File: src/rtl/dsd_pkg.sv
package dsd_pkg;
  // flag bit positions inside the descriptor flags word
  localparam int FL_EOL  = 0;
  localparam int FL_OEOP = 3;
  localparam int FL_INTR = 4;
  // disable bit inside the context flags word
  localparam int CTX_DIS = 15;
  // word index of the context flags word
  localparam int CTX_FLAGS_WORD = 1;
  localparam int DESC_WORDS = 4;

  typedef enum logic [2:0] {
    S_IDLE, S_FETCH, S_CHECK, S_RD, S_PUSH, S_WB, S_CTX_RD, S_CTX_WR
  } dsd_state_e;
endpackage

File: src/rtl/dsd_lane_sel.sv
module dsd_lane_sel #(
  parameter int LANES = 4,
  localparam int SW = (LANES > 1) ? $clog2(LANES) : 1
) (
  input  logic [8*LANES-1:0] word_i,
  input  logic [SW-1:0]      sel_i,
  output logic [7:0]         byte_o
);
  logic [7:0] lane [LANES];
  for (genvar g = 0; g < LANES; g++) begin : g_lane
    assign lane[g] = word_i[8*g +: 8];
  end
  assign byte_o = lane[sel_i];
endmodule

File: src/rtl/dsd_burst_ctr.sv
module dsd_burst_ctr #(
  parameter int BURST_MAX = 2048,
  localparam int CW = (BURST_MAX > 2) ? $clog2(BURST_MAX) : 1
) (
  input  logic clk,
  input  logic rst_n,
  input  logic clr_i,
  input  logic step_i,
  output logic done_o
);
  logic [CW-1:0] cnt_q, cnt_d;

  assign done_o = step_i && (cnt_q == CW'(BURST_MAX - 1));

  always_comb begin
    cnt_d = cnt_q;
    if (clr_i)       cnt_d = '0;
    else if (done_o) cnt_d = '0;
    else if (step_i) cnt_d = cnt_q + 1'b1;
  end

  always_ff @(posedge clk or negedge rst_n) begin
    if (!rst_n) cnt_q <= '0;
    else        cnt_q <= cnt_d;
  end
endmodule

File: src/rtl/dsd_irq_latch.sv
module dsd_irq_latch (
  input  logic clk,
  input  logic rst_n,
  input  logic set_i,
  input  logic ack_i,
  output logic irq_o
);
  logic irq_q, irq_d;
  assign irq_d = set_i | (irq_q & ~ack_i);
  always_ff @(posedge clk or negedge rst_n) begin
    if (!rst_n) irq_q <= 1'b0;
    else        irq_q <= irq_d;
  end
  assign irq_o = irq_q;
endmodule

File: src/rtl/dsd_engine.sv
module dsd_engine
  import dsd_pkg::*;
#(
  parameter int AW        = 32,
  parameter int BURST_MAX = 2048
) (
  input  logic          clk,
  input  logic          rst_n,
  input  logic          enable_i,
  input  logic          stop_i,
  input  logic          start_i,
  input  logic          cont_i,
  input  logic [AW-1:0] head_ptr_i,
  input  logic [AW-1:0] ctx_ptr_i,
  input  logic          intr_ack_i,
  output logic          mem_req_o,
  output logic          mem_we_o,
  output logic [AW-1:0] mem_addr_o,
  output logic [31:0]   mem_wdata_o,
  input  logic          mem_ack_i,
  input  logic [31:0]   mem_rdata_i,
  output logic          st_valid_o,
  output logic [7:0]    st_data_o,
  output logic          st_last_o,
  input  logic          st_ready_i,
  output logic          busy_o,
  output logic          running_o,
  output logic          eol_o,
  output logic          intr_o,
  output logic [AW-1:0] buf_ptr_o,
  output logic [AW-1:0] desc_ptr_o
);
  localparam int IW = $clog2(DESC_WORDS);
  localparam logic [AW-1:0] OFS_FLAGS = AW'(8);
  localparam logic [AW-1:0] OFS_CTX   = AW'(4 * CTX_FLAGS_WORD);

  dsd_state_e    st_q, st_d;
  logic [IW-1:0] idx_q, idx_d;
  logic [AW-1:0] dptr_q, dptr_d, ctx_q, ctx_d, nxt_q, nxt_d;
  logic [AW-1:0] bstart_q, bstart_d, bend_q, bend_d, ptr_q, ptr_d, mir_q, mir_d;
  logic [31:0]   flags_q, flags_d, word_q, word_d;
  logic          eol_q, eol_d, run_q, run_d, cont_q, cont_d;

  logic          hs, end_hit, burst_done, fin, start_ok, cont_ok;
  logic [AW-1:0] ptr_inc;
  logic [7:0]    lane_byte;

  assign ptr_inc  = ptr_q + 1'b1;
  assign hs       = (st_q == S_PUSH) && st_ready_i;
  assign end_hit  = (ptr_inc == bend_q);
  assign fin      = ((st_q == S_CHECK) && (ptr_q == bend_q)) || (hs && end_hit);
  assign start_ok = start_i && enable_i && !stop_i;
  assign cont_ok  = cont_i && enable_i && !stop_i && run_q && eol_q && flags_q[FL_EOL];

  dsd_lane_sel #(.LANES(4)) u_lane (
    .word_i (word_q), .sel_i (ptr_q[1:0]), .byte_o (lane_byte)
  );

  dsd_burst_ctr #(.BURST_MAX(BURST_MAX)) u_burst (
    .clk (clk), .rst_n (rst_n), .clr_i (st_q == S_CHECK),
    .step_i (hs), .done_o (burst_done)
  );

  dsd_irq_latch u_irq (
    .clk (clk), .rst_n (rst_n), .set_i (fin && flags_q[FL_INTR]),
    .ack_i (intr_ack_i), .irq_o (intr_o)
  );

  always_comb begin
    st_d = st_q;  idx_d = idx_q;  dptr_d = dptr_q;  ctx_d = ctx_q;
    nxt_d = nxt_q;  bstart_d = bstart_q;  bend_d = bend_q;  ptr_d = ptr_q;
    mir_d = mir_q;  flags_d = flags_q;  word_d = word_q;
    eol_d = eol_q;  run_d = run_q;  cont_d = cont_q;
    mem_req_o = 1'b0;  mem_we_o = 1'b0;  mem_addr_o = '0;  mem_wdata_o = '0;
    unique case (st_q)
      S_IDLE: begin
        if (start_ok) begin
          dptr_d = head_ptr_i;  ctx_d = ctx_ptr_i;  eol_d = 1'b0;
          run_d = 1'b1;  cont_d = 1'b0;  idx_d = '0;  st_d = S_FETCH;
        end else if (cont_ok) begin
          cont_d = 1'b1;  idx_d = '0;  st_d = S_FETCH;
        end
      end
      S_FETCH: begin
        mem_req_o  = 1'b1;
        mem_addr_o = dptr_q + AW'({idx_q, 2'b00});
        if (mem_ack_i) begin
          idx_d = idx_q + 1'b1;
          unique case (idx_q)
            2'd0: nxt_d    = AW'(mem_rdata_i);
            2'd1: bstart_d = AW'(mem_rdata_i);
            2'd2: flags_d  = mem_rdata_i;
            default: bend_d = AW'(mem_rdata_i);
          endcase
          if (idx_q == IW'(DESC_WORDS - 1)) begin
            if (cont_q && flags_q[FL_EOL]) begin
              cont_d = 1'b0;  st_d = S_IDLE;
            end else if (cont_q) begin
              cont_d = 1'b0;  eol_d = 1'b0;  dptr_d = nxt_q;
            end else begin
              ptr_d = bstart_q;  mir_d = bstart_q;  st_d = S_CHECK;
            end
          end
        end
      end
      S_CHECK: st_d = (ptr_q == bend_q) ? S_WB : S_RD;
      S_RD: begin
        mem_req_o  = 1'b1;
        mem_addr_o = {ptr_q[AW-1:2], 2'b00};
        if (mem_ack_i) begin
          word_d = mem_rdata_i;  st_d = S_PUSH;
        end
      end
      S_PUSH: begin
        if (hs) begin
          ptr_d = ptr_inc;
          if (end_hit || burst_done) mir_d = ptr_inc;
          if (end_hit)                 st_d = S_WB;
          else if (ptr_inc[1:0] == 2'b00) st_d = S_RD;
        end
      end
      S_WB: begin
        mem_req_o = 1'b1;  mem_we_o = 1'b1;
        mem_addr_o = dptr_q + OFS_FLAGS;  mem_wdata_o = flags_q;
        if (mem_ack_i) begin
          if (flags_q[FL_EOL]) begin
            eol_d = 1'b1;  st_d = S_CTX_RD;
          end else begin
            dptr_d = nxt_q;  idx_d = '0;  st_d = S_FETCH;
          end
        end
      end
      S_CTX_RD: begin
        mem_req_o = 1'b1;  mem_addr_o = ctx_q + OFS_CTX;
        if (mem_ack_i) begin
          word_d = mem_rdata_i | (32'd1 << CTX_DIS);  st_d = S_CTX_WR;
        end
      end
      S_CTX_WR: begin
        mem_req_o = 1'b1;  mem_we_o = 1'b1;
        mem_addr_o = ctx_q + OFS_CTX;  mem_wdata_o = word_q;
        if (mem_ack_i) st_d = S_IDLE;
      end
      default: st_d = S_IDLE;
    endcase
    if (!enable_i || stop_i) run_d = 1'b0;
  end

  always_ff @(posedge clk or negedge rst_n) begin
    if (!rst_n) begin
      st_q <= S_IDLE;  idx_q <= '0;  dptr_q <= '0;  ctx_q <= '0;
      nxt_q <= '0;  bstart_q <= '0;  bend_q <= '0;  ptr_q <= '0;
      mir_q <= '0;  flags_q <= '0;  word_q <= '0;
      eol_q <= 1'b0;  run_q <= 1'b0;  cont_q <= 1'b0;
    end else begin
      st_q <= st_d;  idx_q <= idx_d;  dptr_q <= dptr_d;  ctx_q <= ctx_d;
      nxt_q <= nxt_d;  bstart_q <= bstart_d;  bend_q <= bend_d;  ptr_q <= ptr_d;
      mir_q <= mir_d;  flags_q <= flags_d;  word_q <= word_d;
      eol_q <= eol_d;  run_q <= run_d;  cont_q <= cont_d;
    end
  end

  assign st_valid_o = (st_q == S_PUSH);
  assign st_data_o  = lane_byte;
  assign st_last_o  = st_valid_o && flags_q[FL_OEOP] && end_hit;
  assign busy_o     = (st_q != S_IDLE);
  assign running_o  = run_q;
  assign eol_o      = eol_q;
  assign buf_ptr_o  = mir_q;
  assign desc_ptr_o = dptr_q;
endmodule

File: config.mk
export PLATFORM = sky130hd
export DESIGN_NAME = dsd_engine
export DESIGN_NICKNAME = d
export VERILOG_FILES = /design/src/rtl/dsd_pkg.sv /design/src/rtl/dsd_lane_sel.sv /design/src/rtl/dsd_burst_ctr.sv /design/src/rtl/dsd_irq_latch.sv /design/src/rtl/dsd_engine.sv
export SDC_FILE = /design/constraint.sdc
export NUM_CORES = 1
export LEC_CHECK = 0
export ABC_AREA = 1
export BUFFER_PORTS_ARGS = -buffer_cell sky130_fd_sc_hd__buf_2
export CAP_MARGIN = 40
export CORE_MARGIN = 2
export CORE_UTILIZATION = 25
export DETAILED_ROUTE_END_ITERATION = 7
export PLACE_DENSITY_LB_ADDON = 0.12
export RECOVER_POWER = 25
export SKIP_LAST_GASP = 1
export SLEW_MARGIN = 15
export SYNTH_ARGS = -nofsm -noshare
export SYNTH_HDL_FRONTEND = slang
export SYNTH_HIERARCHICAL = 1
export SYNTH_SLANG_ARGS = --single-unit
File: constraint.sdc
create_clock -name clk -period 2.3 [get_ports clk]
set_clock_uncertainty 0.1 [all_clocks]
set_input_delay 0.23 -clock clk [delete_from_list [all_inputs] [get_ports clk]]
set_output_delay 0.23 -clock clk [all_outputs]
set_load 0.01 [all_outputs]
# After elaboration in Yosys (flattened, before gate mapping)
# Index checks and enable logic that the tools add are counted.
# op_classes
add_sub_neg	6
magnitude_cmp	1
n_eq_ne	30
muxes	68
bitwise	5
reduce_logical	49
# ops
op	count
2-to-1 mux 32 bit	16
one-hot mux 32 bit (2 select lines)	4
one-hot mux 32 bit (4 select lines)	1
one-hot mux 32 bit (3 select lines)	1
== test 32 bit	2
2-to-1 mux 3 bit	15
2-to-1 mux 11 bit	3
adder 32 x 1 -> 32 bit, second input constant	1
adder 32 x 3 -> 32 bit, second input constant	1
adder 32 x 4 -> 32 bit	1
adder 32 x 4 -> 32 bit, second input constant	1
inequality test 2 bit, second input constant	12
one-hot mux 3 bit (8 select lines)	1
binary-select mux 8 bit (select 2 bit)	1
2-to-1 mux 1 bit	16
2-to-1 mux 8 bit	2
AND reduction 8 bit	2
logical AND 1 bit	15
AND reduction 3 bit	5
== test 3 bit, second input constant	4
adder 11 x 1 -> 11 bit, second input constant	1
== test 11 bit, second input constant	1
2-to-1 mux 2 bit	5
AND reduction 10 bit	1
other kinds (30)	47
# totals
ff_bits	308
inputBits	105
elab_cells	175

# Logic depth before layout (Yosys ltp)
# logic_depth
word_depth	8
ltp_mapped	19
depth_no_buf	17

# Hierarchy
# The synthesis kept the hierarchy.
# modules_own_cells
module	n_inst	cells_per_inst	area_per_inst_um2	seq_area_each_um2
dsd_engine	1	2269	17007.6	7407.1
dsd_burst_ctr	1	91	684.4	275.3
dsd_lane_sel	1	94	395.4	0.0
dsd_irq_latch	1	5	40.0	25.0

# Least setup slack after synthesis
# OpenSTA, ideal clock, no wires.
# synth_timing
path_kind	reg2reg
from	reg st_q[1]
to	reg mir_q[10] (netlist: buf_ptr_o[10])
setup_time_ns	0.117
t_arrival_ns	2.259
setup_slack_ns	-0.176
stages_incl_launch_ff	13
n_path_buf	2
period_less_slack_ns	2.476
path_cell_list	dfrtp_1 > nor3_1 > clkinv_1 > clkbuf_1 > nor2_1 > nand4_2 > inv_1 > inv_1 > nand3_2 > nand2_4 > buf_6 > nand2_1 > nand2_1
# synth_between
elab_chain_cells	6
word_cells_on_any_way	14
classes_between	8 x eq/ne; 1 x mux; 5 x reduce/logical
# synth_lines
element	line	rtl
from (decl)	dsd_engine.sv:37	dsd_state_e st_q, st_d;
from (signal assigned)	dsd_engine.sv:156	st_q <= st_d; idx_q <= idx_d; dptr_q <= dptr_d; ctx_q <= ctx_d;
== test 3 bit	dsd_engine.sv:49	assign hs = (st_q == S_PUSH) && st_ready_i;
logical AND 1 bit	dsd_engine.sv:49	
via hs	dsd_engine.sv:44	logic hs, end_hit, burst_done, fin, start_ok, cont_ok;
logical AND 1 bit	dsd_burst_ctr.sv:13	assign done_o = step_i && (cnt_q == CW'(BURST_MAX - 1));
via burst_done	dsd_engine.sv:44	
logical OR 1 bit	dsd_engine.sv:117	if (end_hit || burst_done) mir_d = ptr_inc;
inequality test 2 x 1 -> 1 bit (no line)	--	
AND reduction 7 bit (no line)	--	
to (signal assigned)	dsd_engine.sv:158	mir_q <= mir_d; flags_q <= flags_d; word_q <= word_d;
to (decl)	dsd_engine.sv:40	logic [AW-1:0] bstart_q, bstart_d, bend_q, bend_d, ptr_q, ptr_d, mir_q, mir_d;
# The timed path passes the listed nets, and every way through them passes these cells.
# A chain may end at the register's enable or synchronous reset.

# Worst setup path after layout
# layout_timing
from	reg ptr_q[17]
to	out st_last_o
# layout_between
elab_chain_cells	3
# layout_lines
element	line	rtl
from (decl)	dsd_engine.sv:40	
from (signal assigned)	dsd_engine.sv:157	nxt_q <= nxt_d; bstart_q <= bstart_d; bend_q <= bend_d; ptr_q <= ptr_d;
adder 32 x 1 -> 32 bit	dsd_engine.sv:48	assign ptr_inc = ptr_q + 1'b1;
== test 32 bit	dsd_engine.sv:50	assign end_hit = (ptr_inc == bend_q);
logical AND 1 bit	dsd_engine.sv:165	assign st_last_o = st_valid_o && flags_q[FL_OEOP] && end_hit;
to (decl)	dsd_engine.sv:24	output logic st_last_o,
# Every way passes these cells.

==> metrics.md <==
| Metric | Value |
|---|---|
| Worst Max-Slew Pin Slew | `1700 ps` |
| Final #Nets | `3423` |
| Syn nets | `2576` |
| Vias in the first global route | `20200` |
| WL final | `97700 µm` |
| Vias | `20800` |
| CTS sink cnt | `308` |
| Crit-path max FO | `4` |
| Inserted Diodes | `0` |
| CP Cell Sequence | `nand2_1 > nor2_2 > nand2_1 > nor2_2 > nand3_1 > nand3_2 > nand2_1 > nor2_2 > nand3_2 > nor2_4 > nand3_4 > nor2_2 > buf_2` |
| Cell family with most CP delay | `simple AND/OR/NAND/NOR gates` |
| First-pass detailed-route iteration total | `7` |
| Slew headroom | `-13.5%` |
| Fin. Hold Viols | `0` |
| Worst skew pair latency | `580 ps` |
| Antenna violations before repair | `13` |
| Placer Congestion | `0.947` |
| EDFF count, synth | `0` |
| GR Util All Layers | `24.6%` |
| Num rows | `98` |
| Syn avg cell area | `7.37 µm²` |
| Routed len/inst | `22.8 µm` |
| RSZ-0062 raised after global routing | `yes` |
| GRT Residual Overflow | `0` |
| Fin. max-slew vios | `47` |
| Synthesis-to-finish area growth | `62.8%` |
| Final setup violation count | `165` |
| First-pass GRT wire length | `135000 µm` |
| Initial Util | `25.3%` |
| Crit share post-route | `140%` |
| Synth warn | `6` |
| Critical path class | `flip-flop to output port` |
| Fillers | `7503` |
| Share of cells above drive strength 1 | `40.3%` |
| Synth Flop Type | `dfrtp_1` |
| Crit-path most repeated cell | `nor2_2` |
| Worst EP required | `1970 ps` |
| Clock transition at path regs | `60 ps` |
| IR drop worst, VDD | `0.000509 V` |
| Syn Inst Count | `2459` |
| Fin util | `41.2%` |
| I/O Buffers | `248` |
| Tmin final | `3230 ps` |
| Register area share after synthesis | `42.5%` |
| Num CTS Buffers | `38` |
| Deepest clock path buffer count | `3` |
| CTS tree | `built` |
| Root Buffer | `clkbuf_16` |
| Worst path max stage delay | `440 ps` |
| Worst Setup Slack, final | `-928 ps` |
| Synth unique cells | `52` |
| Status | `complete, but fails checks` |
| Largest net degree at the start of global routing | `65` |
| CP max-delay cell | `dfrtp_1` |
| Starting DRT DRC Count | `1592` |
| Max Freq | `310 MHz` |
| Routed vias/inst | `4.85` |
| Netlist Area Pre-Place | `0.0181 mm²` |
| Worst Hold Class | `input port to flip-flop` |
| CP startpoint kind | `flip-flop` |
| Htree depth | `2` |
| Core area | `0.0716 mm²` |
| Buf/Inv on CP | `1` |
| Total of max-cap violations | `1` |
| DIE HEIGHT | `273 µm` |
| Lkg Pwr | `14.3 nW` |
| Async S/R FF share, synth | `100%` |
| Critical path arrival | `2900 ps` |
| Routed Antenna Nets | `0` |
| Crit. End Element | `output port` |
| Post-DP HPWL | `72000 µm` |
| Seq cells post-synth | `308` |
| Die area | `0.0747 mm²` |
| # IOs | `249` |
| Die Wd | `273 µm` |
| Place WS | `-901 ps` |
| DRC Markers | `0` |
| Failing checks | `capacitance limit, slew limit, setup timing` |
| PwrDens | `1300 mW/mm²` |
-- final timing paths --
path                                  endpoint  slack, ps  depth (start not counted)           start
worst max-delay path                 st_last_o       -930                         13       ptr_q[17]
worst min-delay path            desc_ptr_o[26]         30                          4  head_ptr_i[26]
worst max register to register   buf_ptr_o[14]       -710                         22        ptr_q[0]
worst min register to register     u_irq/irq_o        370                          2     u_irq/irq_o
max in group asynchronous              st_q[2]         80                          3           rst_n
min in group asynchronous            ctx_q[15]        570                          2           rst_n
-- worst reg2reg max path: stages, from the launching register on --
cell	delay (ps)
dfrtp_2	380
buf_6	110
inv_1	60
nor2_4	190
nand2_4	120
nor2_4	200
nand2_2	110
buf_6	130
nor2_4	110
nand2_2	70
nand2_2	100
buf_4	120
inv_2	30
nor2_2	80
nand2_1	60
nor2_2	130
nand3_2	140
nand3_4	170
buf_12	150
buf_12	110
nand2_8	100
nand2_2	80
nand2_1	50
-- metrics by stage --
| stage | cell area (µm²) | hold slack [ps] | std cells | TNS [ps] | power [mW] |
|---|---|---|---|---|---|
| after floorplan | 18200 | -166 | 2459 | -463 | 17.3 |
| final | 29500 | 30.7 | 4283 | -59790 | 38.5 |
| after CTS | 27500 | 0.660 | 4207 | -54460 | 35.3 |
| after detailed placement | 23900 | 128 | 4008 | -32160 | 27.2 |
| after global routing | 29500 | 25.0 | 4283 | -86200 | 40.7 |
| after global placement | 23900 | 126 | 4008 | -30920 | 27.2 |
-- synth_stat cells (12+ instances only) --
library cell	instances	share of area, %
or2_2	38	1.3
a32o_1	29	1.6
a31oi_1	12	0.41
nand2_1	663	14
dfrtp_1	308	43
a21oi_1	54	1.5
xnor2_1	12	0.58
nand3_1	186	5.1
o21ai_0	309	8.5
clkbuf_1	77	1.6
xor2_1	48	2.3
nor2_1	199	4.1
o2111ai_1	24	1.2
inv_1	263	5.4
nand4_1	30	1.0
nor3_1	30	0.83
o211ai_1	38	1.6
mux2_2	18	1.1
-- registers in the layout, summed over array words and instances (netlist names) --
register / count
bend_q: 32
bstart_q: 32
buf_ptr_o: 32
cont_q: 1
ctx_q: 32
desc_ptr_o: 32
eol_o: 1
flags_q: 32
idx_q: 2
nxt_q: 32
ptr_q: 32
running_o: 1
st_q: 3
u_burst/cnt_q: 11
u_irq/irq_o: 1
word_q: 32
-- power breakdown --
part	leakage, nW	internal [mW]	switching (mW)
combinational	9.73	9.93	13.0
clock	0.597	3.46	2.60
sequential	3.95	7.59	1.90
total	14.3	21.0	17.5
-- layout make-up --
cell class | count | area (µm²) | area share, %
well taps | 950 | 1190 | 4.03
clock inverters | 11 | 101 | 0.343
multi-input cells | 1784 | 10900 | 36.8
flip-flops and latches | 308 | 7720 | 26.1
repair buffers | 903 | 7510 | 25.4
inverters | 271 | 1040 | 3.51
clock buffers | 56 | 1110 | 3.76
-- cell families (layout without fill, tap and decap cells) --
family,Yosys count,in the layout,synth area share (%)
simple gates,1205,1209,29.0
mux,18,18,1.12
buf+inv,371,1241,8.06
xor+xnor,60,60,2.90
compound gates,485,485,15.5
flops,308,308,42.5
fa+ha+maj,12,12,0.870
-- what timing repair did --
item                                    4_1_cts  5_1_grt
cloned                                        7       17
endpoints found under the setup margin      111      181
endpoints found under the hold margin       335        0
pin swaps                                    86      122
gates resized for setup                     273      348
buffers inserted                             61       81
hold buffers                                 70        0
-- cell usage in the layout, fill, tap and decap left out, drive strengths merged, types with 18 or more instances in the layout --
master / count
inv: 272
o2111ai: 24
nor2: 221
nand2: 677
dlygate4sd3: 70
o211ai: 38
or2: 38
xor2: 48
nand4: 31
nand3: 194
mux2: 18
o21ai: 316
a32o: 29
buf: 813
nor3: 31
clkbuf: 75
a21oi: 54
dfrtp: 308
-- layer usage --
metal	vias to the layer above	global-route usage [%]	share of wire [%]
li1	9833	-	-
met1	10100	33.6	45
met2	672	39.2	46
met3	134	4.96	6.1
met4	8	7.08	3.0
met5	-	0	0.054
Note: power is estimated with default switching activity, not from simulation.
